<file path="src/rtl/pcm_tx_pkg.sv">
package pcm_tx_pkg;

  // Rising and falling event pair for a sampled serial clock.
  typedef struct packed {
    logic rise;
    logic fall;
  } edges_t;

  // Bit position pos (1 = first on the line) of a width-bit word sent MSB first.
  function automatic logic serial_bit(input logic [31:0] w,
                                      input int unsigned width,
                                      input int unsigned pos);
    logic [31:0] shifted;
    shifted = w >> (width - pos);
    return shifted[0];
  endfunction

  // Last bit of the slot: signaling bit replaces the LSB in a signaling frame.
  function automatic logic tail_bit(input logic lsb, input logic sig_on,
                                    input logic sig_val);
    return sig_on ? sig_val : lsb;
  endfunction

endpackage

</file>
<file path="src/rtl/pcm_edge_det.sv">
module pcm_edge_det #(
  parameter int N = 3
) (
  input  logic                  clk,
  input  logic                  rst_n,
  input  logic [N-1:0]          lvl,
  output pcm_tx_pkg::edges_t    evt [N]
);
  logic [N-1:0] lvl_q;

  always_ff @(posedge clk or negedge rst_n) begin
    if (!rst_n) lvl_q <= '0;
    else        lvl_q <= lvl;
  end

  for (genvar g = 0; g < N; g++) begin : g_edge
    assign evt[g].rise = lvl[g] & ~lvl_q[g];
    assign evt[g].fall = ~lvl[g] & lvl_q[g];
  end

endmodule

</file>
<file path="src/rtl/pcm_frame_ctl.sv">
module pcm_frame_ctl #(
  parameter int CNT_W = 4
) (
  input  logic             clk,
  input  logic             rst_n,
  input  logic             var_mode,
  input  logic             mu_law,
  input  logic             mclk_rise,
  input  logic             fs_lvl,
  input  logic             fs_rise,
  input  logic [CNT_W-1:0] bitcnt,
  output logic             start_evt,
  output logic             load_evt,
  output logic             sig_frame
);
  logic fs_at_rise_q;
  logic idle;
  logic sig_set;

  assign idle      = (bitcnt == '0);
  assign start_evt = !var_mode && mclk_rise && fs_lvl && !fs_at_rise_q && idle;
  assign load_evt  = var_mode ? fs_rise : start_evt;
  assign sig_set   = !var_mode && mu_law && mclk_rise && fs_lvl &&
                     (bitcnt == CNT_W'(1));

  always_ff @(posedge clk or negedge rst_n) begin
    if (!rst_n) begin
      fs_at_rise_q <= 1'b0;
      sig_frame    <= 1'b0;
    end else begin
      if (mclk_rise) fs_at_rise_q <= fs_lvl;
      if (start_evt)    sig_frame <= 1'b0;
      else if (sig_set) sig_frame <= 1'b1;
    end
  end


  sig_only_fixed_mulaw_chk: assert property (@(posedge clk) disable iff (!rst_n)
    $rose(sig_frame) |-> $past(!var_mode && mu_law && fs_lvl));


  start_after_low_chk: assert property (@(posedge clk) disable iff (!rst_n)
    start_evt |=> fs_at_rise_q);

endmodule

</file>
<file path="src/rtl/pcm_word_hold.sv">
module pcm_word_hold #(
  parameter int WORD_W = 8
) (
  input  logic              clk,
  input  logic              rst_n,
  input  logic              smp_valid,
  input  logic [WORD_W-1:0] smp_data,
  input  logic              load_evt,
  output logic [WORD_W-1:0] tx_word
);
  logic [WORD_W-1:0] hold_q;
  logic [WORD_W-1:0] word_q;

  // A frame start uses the hold contents from before any same-cycle write.
  assign tx_word = load_evt ? hold_q : word_q;

  always_ff @(posedge clk or negedge rst_n) begin
    if (!rst_n) begin
      hold_q <= '0;
      word_q <= '0;
    end else begin
      if (smp_valid) hold_q <= smp_data;
      if (load_evt)  word_q <= hold_q;
    end
  end

endmodule

</file>
<file path="src/rtl/pcm_slot_seq.sv">
module pcm_slot_seq
  import pcm_tx_pkg::*;
#(
  parameter int WORD_W = 8,
  parameter int CNT_W  = 4
) (
  input  logic              clk,
  input  logic              rst_n,
  input  logic              var_mode,
  input  edges_t            sclk,
  input  logic              fs_lvl,
  input  logic              start_evt,
  input  logic [WORD_W-1:0] word,
  input  logic              sig_frame,
  input  logic              sig_bit,
  output logic              dat_q,
  output logic              drive_q,
  output logic              slot_q,
  output logic [CNT_W-1:0]  bitcnt
);
  localparam logic [CNT_W-1:0] LAST = CNT_W'(WORD_W);

  logic             begin_ok;
  logic [CNT_W-1:0] next_pos;
  logic             next_bit;

  assign begin_ok = var_mode ? 1'b1 : start_evt;
  assign next_pos = bitcnt + CNT_W'(1);

  always_comb begin
    if (next_pos == LAST)
      next_bit = tail_bit(word[0], sig_frame && !var_mode, sig_bit);
    else
      next_bit = serial_bit(32'(word), WORD_W, 32'(next_pos));
  end

  always_ff @(posedge clk or negedge rst_n) begin
    if (!rst_n) begin
      bitcnt  <= '0;
      drive_q <= 1'b0;
      slot_q  <= 1'b1;
      dat_q   <= 1'b0;
    end else if (var_mode && !fs_lvl) begin
      bitcnt  <= '0;
      drive_q <= 1'b0;
      slot_q  <= 1'b1;
    end else if (sclk.rise) begin
      if (bitcnt == '0) begin
        if (begin_ok) begin
          bitcnt  <= CNT_W'(1);
          drive_q <= 1'b1;
          slot_q  <= var_mode;
          dat_q   <= next_bit;
        end
      end else if (bitcnt < LAST) begin
        bitcnt <= next_pos;
        dat_q  <= next_bit;
      end
    end else if (sclk.fall && bitcnt == LAST) begin
      bitcnt  <= '0;
      drive_q <= 1'b0;
      slot_q  <= 1'b1;
    end
  end


  bitcnt_range_chk: assert property (@(posedge clk) disable iff (!rst_n)
    bitcnt <= LAST);


  advance_on_rise_chk: assert property (@(posedge clk) disable iff (!rst_n)
    (bitcnt != $past(bitcnt) && bitcnt != '0) |-> $past(sclk.rise));


  hold_between_edges_chk: assert property (@(posedge clk) disable iff (!rst_n)
    (drive_q && $past(drive_q) && !$past(sclk.rise)) |-> $stable(dat_q));


  strobe_in_slot_chk: assert property (@(posedge clk) disable iff (!rst_n)
    !slot_q |-> (drive_q && !var_mode));


  release_chk: assert property (@(posedge clk) disable iff (!rst_n)
    $fell(drive_q) |-> ($past(sclk.fall) || $past(var_mode && !fs_lvl)));


  word_steady_chk: assert property (@(posedge clk) disable iff (!rst_n)
    (bitcnt != '0 && $past(bitcnt) != '0) |-> $stable(word));

endmodule

</file>
<file path="src/rtl/pcm_slot_tx.sv">
module pcm_slot_tx
  import pcm_tx_pkg::*;
#(
  parameter int WORD_W = 8
) (
  input  logic              clk,
  input  logic              rst_n,
  input  logic              var_mode,
  input  logic              mu_law,
  input  logic              tx_en,
  input  logic              mclk,
  input  logic              dclk,
  input  logic              fs_en,
  input  logic              smp_valid,
  input  logic [WORD_W-1:0] smp_data,
  input  logic              sig_bit,
  output logic              pcm_dat,
  output logic              pcm_drive,
  output logic              slot_n
);
  localparam int CNT_W = $clog2(WORD_W + 1);
  localparam int IDX_MCLK = 0;
  localparam int IDX_DCLK = 1;
  localparam int IDX_FS   = 2;

  edges_t           evt [3];
  edges_t           sclk;
  logic             start_evt;
  logic             load_evt;
  logic             sig_frame;
  logic [CNT_W-1:0] bitcnt;
  logic [WORD_W-1:0] tx_word;
  logic             dat_q;
  logic             drive_q;
  logic             slot_q;

  pcm_edge_det #(.N(3)) u_edges (
    .clk   (clk),
    .rst_n (rst_n),
    .lvl   ({fs_en, dclk, mclk}),
    .evt   (evt)
  );

  assign sclk = var_mode ? evt[IDX_DCLK] : evt[IDX_MCLK];

  pcm_frame_ctl #(.CNT_W(CNT_W)) u_frame (
    .clk       (clk),
    .rst_n     (rst_n),
    .var_mode  (var_mode),
    .mu_law    (mu_law),
    .mclk_rise (evt[IDX_MCLK].rise),
    .fs_lvl    (fs_en),
    .fs_rise   (evt[IDX_FS].rise),
    .bitcnt    (bitcnt),
    .start_evt (start_evt),
    .load_evt  (load_evt),
    .sig_frame (sig_frame)
  );

  pcm_word_hold #(.WORD_W(WORD_W)) u_hold (
    .clk       (clk),
    .rst_n     (rst_n),
    .smp_valid (smp_valid),
    .smp_data  (smp_data),
    .load_evt  (load_evt),
    .tx_word   (tx_word)
  );

  pcm_slot_seq #(.WORD_W(WORD_W), .CNT_W(CNT_W)) u_seq (
    .clk       (clk),
    .rst_n     (rst_n),
    .var_mode  (var_mode),
    .sclk      (sclk),
    .fs_lvl    (fs_en),
    .start_evt (start_evt),
    .word      (tx_word),
    .sig_frame (sig_frame),
    .sig_bit   (sig_bit),
    .dat_q     (dat_q),
    .drive_q   (drive_q),
    .slot_q    (slot_q),
    .bitcnt    (bitcnt)
  );

  // the standby gate acts on the pads only, sequencing runs on.
  assign pcm_drive = drive_q & tx_en;
  assign slot_n    = slot_q | ~tx_en;
  assign pcm_dat   = pcm_drive & dat_q;


  var_no_strobe_chk: assert property (@(posedge clk) disable iff (!rst_n)
    (var_mode && $past(var_mode)) |-> slot_n);

endmodule

</file>
<file path="config.mk">
export PLATFORM = sky130hd
export DESIGN_NAME = pcm_slot_tx
export DESIGN_NICKNAME = d
export VERILOG_FILES = /design/src/rtl/pcm_tx_pkg.sv /design/src/rtl/pcm_edge_det.sv /design/src/rtl/pcm_frame_ctl.sv /design/src/rtl/pcm_word_hold.sv /design/src/rtl/pcm_slot_seq.sv /design/src/rtl/pcm_slot_tx.sv
export SDC_FILE = /design/constraint.sdc
export NUM_CORES = 1
export LEC_CHECK = 0
export CAP_MARGIN = 15
export CORE_UTILIZATION = 36
export DETAILED_ROUTE_END_ITERATION = 8
export SLEW_MARGIN = 20
export SYNTH_ARGS = -nofsm -noshare
export SYNTH_HDL_FRONTEND = slang
export SYNTH_HIERARCHICAL = 1
export SYNTH_SLANG_ARGS = --single-unit
</file>
<file path="constraint.sdc">
create_clock -name clk -period 2.8 [get_ports clk]
set_input_delay 0.56 -clock clk [delete_from_list [all_inputs] [get_ports clk]]
set_output_delay 0.56 -clock clk [all_outputs]
set_load 0.03 [all_outputs]
</file>
**Yosys cells after proc, flatten, opt, wreduce, memory -nomap -nowiden**

Index checks and enable logic that the tools add are counted.

- Flip-flop bits (word level): 28
- Bits of input ports: 18
- Output and inout bits: 3
- Logic and storage cells: 84

- $add $sub $neg: 2
- Order comparisons: 1
- Eq/ne operators: 8
- Shift operators: 1
- Muxes and demuxes: 27
- Bitwise operators: 15
- Reductions and logical operators: 21

Operators with widths:

| kind | count |
|---|---|
| right shift 8 x 32 -> 1 bit | 1 |
| 2-to-1 mux 4 bit | 6 |
| 2-to-1 mux 1 bit | 19 |
| logical AND 1 bit | 11 |
| equality test 4 bit (second input constant) | 2 |
| 2-to-1 mux 8 bit | 1 |
| AND 1 bit | 7 |
| NOT 1 bit | 7 |
| inequality test 3 x 1 -> 1 bit (second input constant) | 2 |
| AND reduction 3 bit | 2 |
| subtractor 4 x 4 -> 5 bit (first input constant) | 1 |
| adder 4 x 1 -> 4 bit (second input constant) | 1 |
| equality test 4 x 1 -> 1 bit (second input constant) | 1 |
| logical NOT 4 bit | 1 |
| < comparator 4 bit (second input constant) | 1 |
| inequality test 4 x 1 -> 1 bit (second input constant) | 1 |
| inequality test 4 x 2 -> 1 bit (second input constant) | 1 |
| AND reduction 4 bit | 1 |
| nonzero test 2 bit | 2 |
| logical NOT 1 bit | 3 |
| nonzero test 3 bit | 1 |
| 2-to-1 mux 2 bit | 1 |
| inequality test 2 x 1 -> 1 bit (second input constant) | 1 |
| OR 1 bit | 1 |

**Depth between registers and ports, before layout**

Gate-level depths: netlist of run 1.

- Word-level depth: 12
- Gate-level depth with buffers: 10
- Depth with buffers taken out: 9

**Hierarchy**

Netlist of run 1, hierarchy kept.

Modules (own cells, without submodules):

| module | times used | cells each | area an instance (µm²) | sequential area each (µm²) |
|---|---|---|---|---|
| pcm_word_hold | 1 | 34 | 663.1 | 400.4 |
| pcm_slot_seq | 1 | 66 | 630.6 | 176.4 |
| pcm_frame_ctl | 1 | 13 | 151.4 | 50.0 |
| pcm_edge_det | 1 | 9 | 112.6 | 75.1 |
| pcm_slot_tx | 1 | 5 | 48.8 | 0.0 |

**Worst setup path after synthesis of run 1**

No wires, ideal clock.

- Path type: input -> register
- Start point: input mclk
- End point: register u_seq.dat_q
- Library setup time: 0.136 ns
- Data arrival time: 2.451 ns
- Data required time: 2.664 ns
- Path slack: 0.213 ns
- Stages on the path: 10
- Cell sequence: nor2b_1 nor4b_4 nand3b_2 o31ai_2 buf_6 mux2_4 nand3b_1 o211ai_1 a2111oi_0 o31ai_1

- Longest elaborated chain between the ends: 11

RTL lines:

| what | RTL line | RTL |
|---|---|---|
| start: declaration | pcm_slot_tx.sv:11 | `input logic mclk,` |
| AND 1 bit * | pcm_edge_det.sv:17 | `assign evt[g].rise = lvl[g] & ~lvl_q[g];` |
| logical AND 1 bit * (4 in a row) | pcm_frame_ctl.sv:21 | `assign start_evt = !var_mode && mclk_rise && fs_lvl && !fs_at_rise_q && idle;` |
| 2-to-1 mux 1 bit * | pcm_frame_ctl.sv:22 | `assign load_evt = var_mode ? fs_rise : start_evt;` |
| via load_evt | pcm_slot_tx.sv:29 | `logic load_evt;` |
| 2-to-1 mux 8 bit * | n/a |  |
| via tx_word[4] | pcm_slot_tx.sv:32 | `logic [WORD_W-1:0] tx_word;` |
| right shift 8 x 32 -> 1 bit * | pcm_tx_pkg.sv:14 | `shifted = w >> (width - pos);` |
| 2-to-1 mux 1 bit * | pcm_slot_seq.sv:31 | `if (next_pos == LAST)` |
| 2-to-1 mux 1 bit (on tied branches) | pcm_slot_seq.sv:55, pcm_slot_seq.sv:49 |  |
| 2-to-1 mux 1 bit * | pcm_slot_seq.sv:48 | `if (bitcnt == '0) begin` |
| end signal: assignment | pcm_slot_seq.sv:53 | `dat_q <= next_bit;` |
| end signal: assignment | pcm_slot_seq.sv:57 | `dat_q <= next_bit;` |
| end: declaration | pcm_slot_seq.sv:16 | `output logic dat_q,` |

The timed path passes the listed nets; every way through them passes the cells marked *. The select of a mux whose other input is x is not followed.
A chain may end at the register's enable or synchronous reset.

==> results of run 1 <==
layout make-up:
type,instances,area (sq um)
clock inverter,1,30.0
inverter,7,26.3
fill,393,2150
tap,50,62.6
multi-input combinational,86,851
sequential,28,702
clock buffer,3,41.3
timing repair buffer,30,280
stage by stage:
step / area (sq um) / setup WS [ps] / instances / hold WS, ps
global placement: 1880 / -387 / 200 / 468
floorplan: 1600 / 213 / 126 / 264
finish: 1990 / 247 / 205 / 474
CTS: 1990 / 53.3 / 205 / 477
detailed placement: 1880 / -449 / 200 / 462
global route: 1990 / 87.0 / 205 / 503
worst paths after layout:
path	startpoint	to	slack, ps	cells after the start
max	mclk	u_seq/dat_q	250	11
max in group asynchronous	rst_n	u_hold/hold_q[6]	1510	2
min in group asynchronous	rst_n	u_edges/lvl_q[0]	640	1
min	u_seq/slot_q	u_seq/slot_q	470	2
max reg2reg	u_seq/bitcnt[1]	u_seq/dat_q	360	9
min reg2reg	u_seq/slot_q	u_seq/slot_q	470	2
flip-flops by register name, indices dropped and copies added (netlist names):
name,cells
u_hold/hold_q,8
u_hold/word_q,8
u_seq/bitcnt,4
u_edges/lvl_q,3
u_frame/fs_at_rise_q,1
u_frame/sig_frame,1
u_seq/dat_q,1
u_seq/drive_q,1
u_seq/slot_q,1
repair_timing:
item | in CTS | in global routing
pin swaps | 3 | 2
setup buffers | 1 | 0
gates resized for setup | 7 | 2
endpoints found under the setup margin | 1 | 1
critical path, cell delays in order:
cell           delay (ps)
dlygate4sd2_1         240
nor2b_4               160
nor4b_4               270
nand3b_4              120
o31ai_4               200
buf_6                 190
mux2_4                310
buf_4                 130
mux2_2                260
a31oi_1               170
o31ai_1                90
power breakdown:
part	switching (mW)	leakage (nW)	total, mW	internal (mW)
clock network	0.129	0.0357	0.320	0.191
logic	0.131	0.523	0.317	0.187
registers	0.0430	0.340	0.513	0.469
total	0.303	0.898	1.15	0.848
per-layer routing:
metal | up-vias | GRT usage
met2 | 33 | 0.261
met4 | 0 | 0.0365
met5 | - | 0
met3 | 2 | 0.0395
met1 | 509 | 0.204
li1 | 510 | -
==> results.sh, run 1 <==
export IMPL_status="finished clean"
export IMPL_tightest_slew_ps=581
export IMPL_nets=176
export IMPL_fin_crit_sh=0.912
export IMPL_wl_per_cell_um=15.0
export IMPL_die_x_um=68.7
export IMPL_place_congestion=0.832
export IMPL_cts_tree="yes"
export IMPL_period_minus_slack_ps=2550
export IMPL_numCtsBuffers=3
export IMPL_antenna_found_initial=0
export IMPL_io_pins=21
export IMPL_final_cell_mix="27 x dfrtp_1, 19 x mux2_4, 18 x clkdlybuf4s50_1"
export IMPL_via_count=1054
export IMPL_dieArea_sq_um=4720
export IMPL_gr_usage_all_layers=0.157
export IMPL_crit_path_end_kind="register"
export IMPL_syn2layout_area_growth_pct=24.6
export IMPL_final_util=0.481
export IMPL_tns_ps=0
export IMPL_cp_max_fo=8
export IMPL_final_common_cell="dfrtp_1"
export IMPL_hp_class="register to register"
export IMPL_maxSlewHeadroom=0.611
export IMPL_h_tree_depth=1
export IMPL_syn_area_per_cell_sq_um=12.7
export IMPL_max_freq_mhz=392
export IMPL_final_hold_viol_count=0
export IMPL_dp_hpwl_mm=2.18
export IMPL_final_setup_skew_ps=4.27
export IMPL_dr_max_layer_used="met4"
export IMPL_dr_wl_met2_mm=1.49
export IMPL_core_area_sq_um=4140
export IMPL_firstDrtPassIters=4
export IMPL_maxCapViolCount=0
export IMPL_synth_cells=126
export IMPL_grt_max_degree=18
export IMPL_num_rows=23
export IMPL_total_power_mw=1.15
export IMPL_power_leakage_nw=0.898
export IMPL_arrival_ps=2720
export IMPL_drc_errors=0
export IMPL_power_density_nw_per_um2=577
export IMPL_slew_violations=0
export IMPL_setup_violations=0
export IMPL_drt_wl_total_mm=3.07
export IMPL_mappedNetlistArea_sq_um=1600
export IMPL_clkLatencyLatePin_ps=280
export IMPL_start_util=0.386
export IMPL_grt_pass1_wl_mm=5.36
export IMPL_synth_nets=146
export IMPL_route_met3_wl_um=158
export IMPL_cts_root_buf="clkbuf_8"
export IMPL_crit_type="primary input to register"
export IMPL_clk_pin_slew_ps=100
export IMPL_portBuffers=20
export IMPL_cts_path_max_buffers=2
export IMPL_overflow=0
export IMPL_ir_worst_vdd_v=0.000323
export IMPL_hold_buffers=0
export IMPL_met1_length_mm=1.41
export IMPL_startpoint_type="primary input"
export IMPL_ys_warn_count=6
export IMPL_cp_required_ps=2960
export IMPL_grt_pass1_vias=1107
export IMPL_rsz0062_at_grt="false"
export IMPL_drive_gt1_frac=0.329
export IMPL_die_y_um=68.7
export IMPL_postRouteAntennaNets=0
export IMPL_routed_via_density=5.14
export IMPL_dr_first_iter_drc_count=74
export IMPL_diodes=0
export IMPL_clkSinkCount=28
Note: power is estimated with default switching activity, not from simulation.
==> inputs of run 2 (changes only) <==
--- a/config.mk
+++ b/config.mk
@@ -8,7 +8,6 @@
 export CAP_MARGIN = 15
 export CORE_UTILIZATION = 36
 export DETAILED_ROUTE_END_ITERATION = 8
-export SLEW_MARGIN = 20
 export SYNTH_ARGS = -nofsm -noshare
 export SYNTH_HDL_FRONTEND = slang
 export SYNTH_HIERARCHICAL = 1
==> results of run 2 <==
No change in the layout: final DEF, timing and power equal those of run 1.
==> inputs of run 3 (changes only) <==
--- a/config.mk
+++ b/config.mk
@@ -5,7 +5,9 @@
 export SDC_FILE = /design/constraint.sdc
 export NUM_CORES = 1
 export LEC_CHECK = 0
-export CAP_MARGIN = 15
+export ABC_AREA = 1
+export CAP_MARGIN = 20
+export CORE_MARGIN = 3
 export CORE_UTILIZATION = 36
 export DETAILED_ROUTE_END_ITERATION = 8
 export SYNTH_ARGS = -nofsm -noshare
==> run 3 against run 2 <==
Compared with the run above:
- global-route usage is 2.1 points lower
- register-to-register slack better by 490 ps
- die area is 7.2% higher
- maximum frequency is 5.6% higher
- hold slack better by 6.1 ps
- combinational power is 39% lower
- worst setup slack better by 140 ps
- critical path depth is 7 lower
- clock skew is 2.5 ps lower
- non-clock buffer count is 6 lower
- synthesized cell count is 62% higher
- largest cell class is now sequential cells
- power is 14% lower
==> results.sh, run 3 <==
export IMPL_routed_via_density=4.52
export IMPL_synth_cells=204
export IMPL_startpoint_type="primary input"
export IMPL_cp_startpoint="tx_en"
export IMPL_io_pins=21
export IMPL_slew_violations=0
export IMPL_crit_path_end_kind="output port"
export IMPL_postRouteAntennaNets=0
export IMPL_gr_usage_all_layers=0.136
export IMPL_syn_area_per_cell_sq_um=7.48
export IMPL_top_regs="u_hold/hold_q (8), u_hold/word_q (8), u_seq/bitcnt (4)"
export IMPL_synth_nets=224
export IMPL_hp_class="register to register"
export IMPL_cts_root_buf="clkbuf_8"
export IMPL_maxSlewHeadroom=0.671
export IMPL_cts_tree="yes"
export IMPL_cp_num_cells=4
export IMPL_nFillCells=431
export IMPL_arrival_ps=1860
export IMPL_clkLatencyLatePin_ps=280
export IMPL_drive_gt1_frac=0.114
export IMPL_final_hold_viol_count=0
export IMPL_rrSetupSlack_ps=850
export IMPL_reg2regPathDepth=12
export IMPL_tightest_slew_ps=493
export IMPL_wl_per_cell_um=10.7
export IMPL_pwr_share_seq=0.486
export IMPL_antenna_found_initial=0
export IMPL_crit_type="primary input to output port"
export IMPL_final_setup_skew_ps=1.79
export IMPL_place_congestion=0.766
export IMPL_mappedNetlistArea_sq_um=1530
export IMPL_ys_warn_count=6
export IMPL_crit_end="pcm_dat"
export IMPL_cp_max_fo=2
export IMPL_power_density_nw_per_um2=535
export IMPL_firstDrtPassIters=4
export IMPL_worstReg2RegStart="u_seq/bitcnt[2]"
export IMPL_syn2layout_area_growth_pct=21.6
export IMPL_portBuffers=20
export IMPL_drc_errors=0
export IMPL_drt_wl_total_mm=2.99
export IMPL_period_minus_slack_ps=2420
export IMPL_dieArea_sq_um=5060
export IMPL_grt_pass1_vias=1238
export IMPL_dp_hpwl_mm=2.23
export IMPL_max_freq_mhz=414
export IMPL_final_cell_mix="92 x nand2_1, 27 x dfrtp_1, 22 x inv_1"
export IMPL_via_count=1260
export IMPL_clk_pin_slew_ps=90
export IMPL_total_power_mw=0.994
export IMPL_clkSinkCount=28
export IMPL_core_area_sq_um=4060
export IMPL_dr_first_iter_drc_count=28
export IMPL_die_y_um=71.1
export IMPL_power_internal_mw=0.730
export IMPL_path_common_cell="clkdlybuf4s50_1"
export IMPL_cts_path_max_buffers=2
export IMPL_status="finished clean"
export IMPL_switchingPower_mw=0.264
export IMPL_pwr_share_clk=0.320
export IMPL_cpPeakStageDelay_ps=670
export IMPL_grt_max_degree=29
export IMPL_critPathBufInv=2
export IMPL_p_comb_frac=0.194
export IMPL_power_leakage_nw=0.938
export IMPL_crit_chain="clkdlybuf4s50_1, nand2_1, nor2_1, clkdlybuf4s50_1"
export IMPL_cts_setup_buffers=0
export IMPL_tns_ps=0
export IMPL_rsz0062_at_grt="false"
export IMPL_grt_pass1_wl_mm=5.40
export IMPL_path_delay_family="buffers and inverters"
export IMPL_nets=250
export IMPL_num_rows=23
export IMPL_numCtsBuffers=3
export IMPL_fin_area_sq_um=1860
export IMPL_maxCapViolCount=0
export IMPL_fin_crit_sh=0.863
export IMPL_switching_share=0.266
export IMPL_final_common_cell="nand2_1"
export IMPL_overflow=0
export IMPL_hold_buffers=0
export IMPL_die_x_um=71.1
export IMPL_diodes=0
export IMPL_ctsResizeCount=0
export IMPL_dpl_instance_area_sq_um=1790
export IMPL_crit_slowest_cell="clkdlybuf4s50_1"
export IMPL_h_tree_depth=1
export IMPL_setup_violations=0
export IMPL_r2r_end="u_seq/dat_q"
export IMPL_start_util=0.376
export IMPL_ir_worst_vdd_v=0.000293
export IMPL_cp_required_ps=2240
==> run 3: changes by cell type in the layout (fill, tap and decap cells not counted), sizes merged, moves of 6 or more <==
cell,before,now
buf,10,4
inv,7,26
mux2,21,0
nand2,4,95
nand3,2,10
nor2,1,23
nor2b,8,0
o21ai,2,8
==> run 3: per-stage QoR <==
step | hold slack, ps | worst slack (ps) | cells | util
after floorplan | 264 | 865 | 204 | -
after global placement | 461 | 276 | 275 | 0.440
after detailed placement | 464 | 269 | 275 | 0.440
after CTS | 487 | 366 | 279 | 0.458
after global routing | 494 | 307 | 279 | 0.458
final | 480 | 383 | 279 | 0.458
==> run 3: worst min path at each step <==
stage          depth (start not counted)                to             start
4_1_cts                                2      u_seq/slot_q      u_seq/slot_q
6_report                               2  u_hold/word_q[3]  u_hold/word_q[3]
3_3_place_gp                           2  u_hold/word_q[2]  u_hold/word_q[2]
2_1_floorplan                          0  u_edges/lvl_q[0]             rst_n
3_5_place_dp                           2  u_hold/hold_q[1]  u_hold/hold_q[1]
5_1_grt                                2      u_seq/slot_q      u_seq/slot_q
==> run 3: power by group through the flow <==
stage	combinational [mW]	sequential (mW)	clock (mW)
after floorplan	0.129	0.483	0
after global placement	0.192	0.492	0
after detailed placement	0.196	0.491	0
after CTS	0.196	0.484	0.333
after global routing	0.225	0.489	0.347
final	0.193	0.483	0.318
==> run 3: final cells by class <==
class / instances / area, sq um / share of cell area
Tap cell: 50 / 62.6 / 0.0337
Clock inverter: 1 / 30.0 / 0.0162
Multi-Input combinational cell: 147 / 688 / 0.371
Inverter: 26 / 103 / 0.0553
Timing Repair Buffer: 24 / 230 / 0.124
Clock buffer: 3 / 41.3 / 0.0222
Sequential cell: 28 / 702 / 0.378
==> run 3: worst register-to-register path: cells and delay by family, from the launching register on <==
kind,cells,cell delay [ps]
compound gates,2,320
buf+inv,2,240
simple gates,8,790
flops,1,570
==> run 3: routing by layer <==
metal / up-vias / wire length (um) / part of all wire / global-route usage
met2: 22 / 1350 / 0.45 / 0.207
li1: 670 / - / - / -
met1: 563 / 1450 / 0.48 / 0.182
met5: - / 0 / 0 / 0
met4: 0 / 65 / 0.022 / 0.0689
met3: 5 / 123 / 0.041 / 0.0298
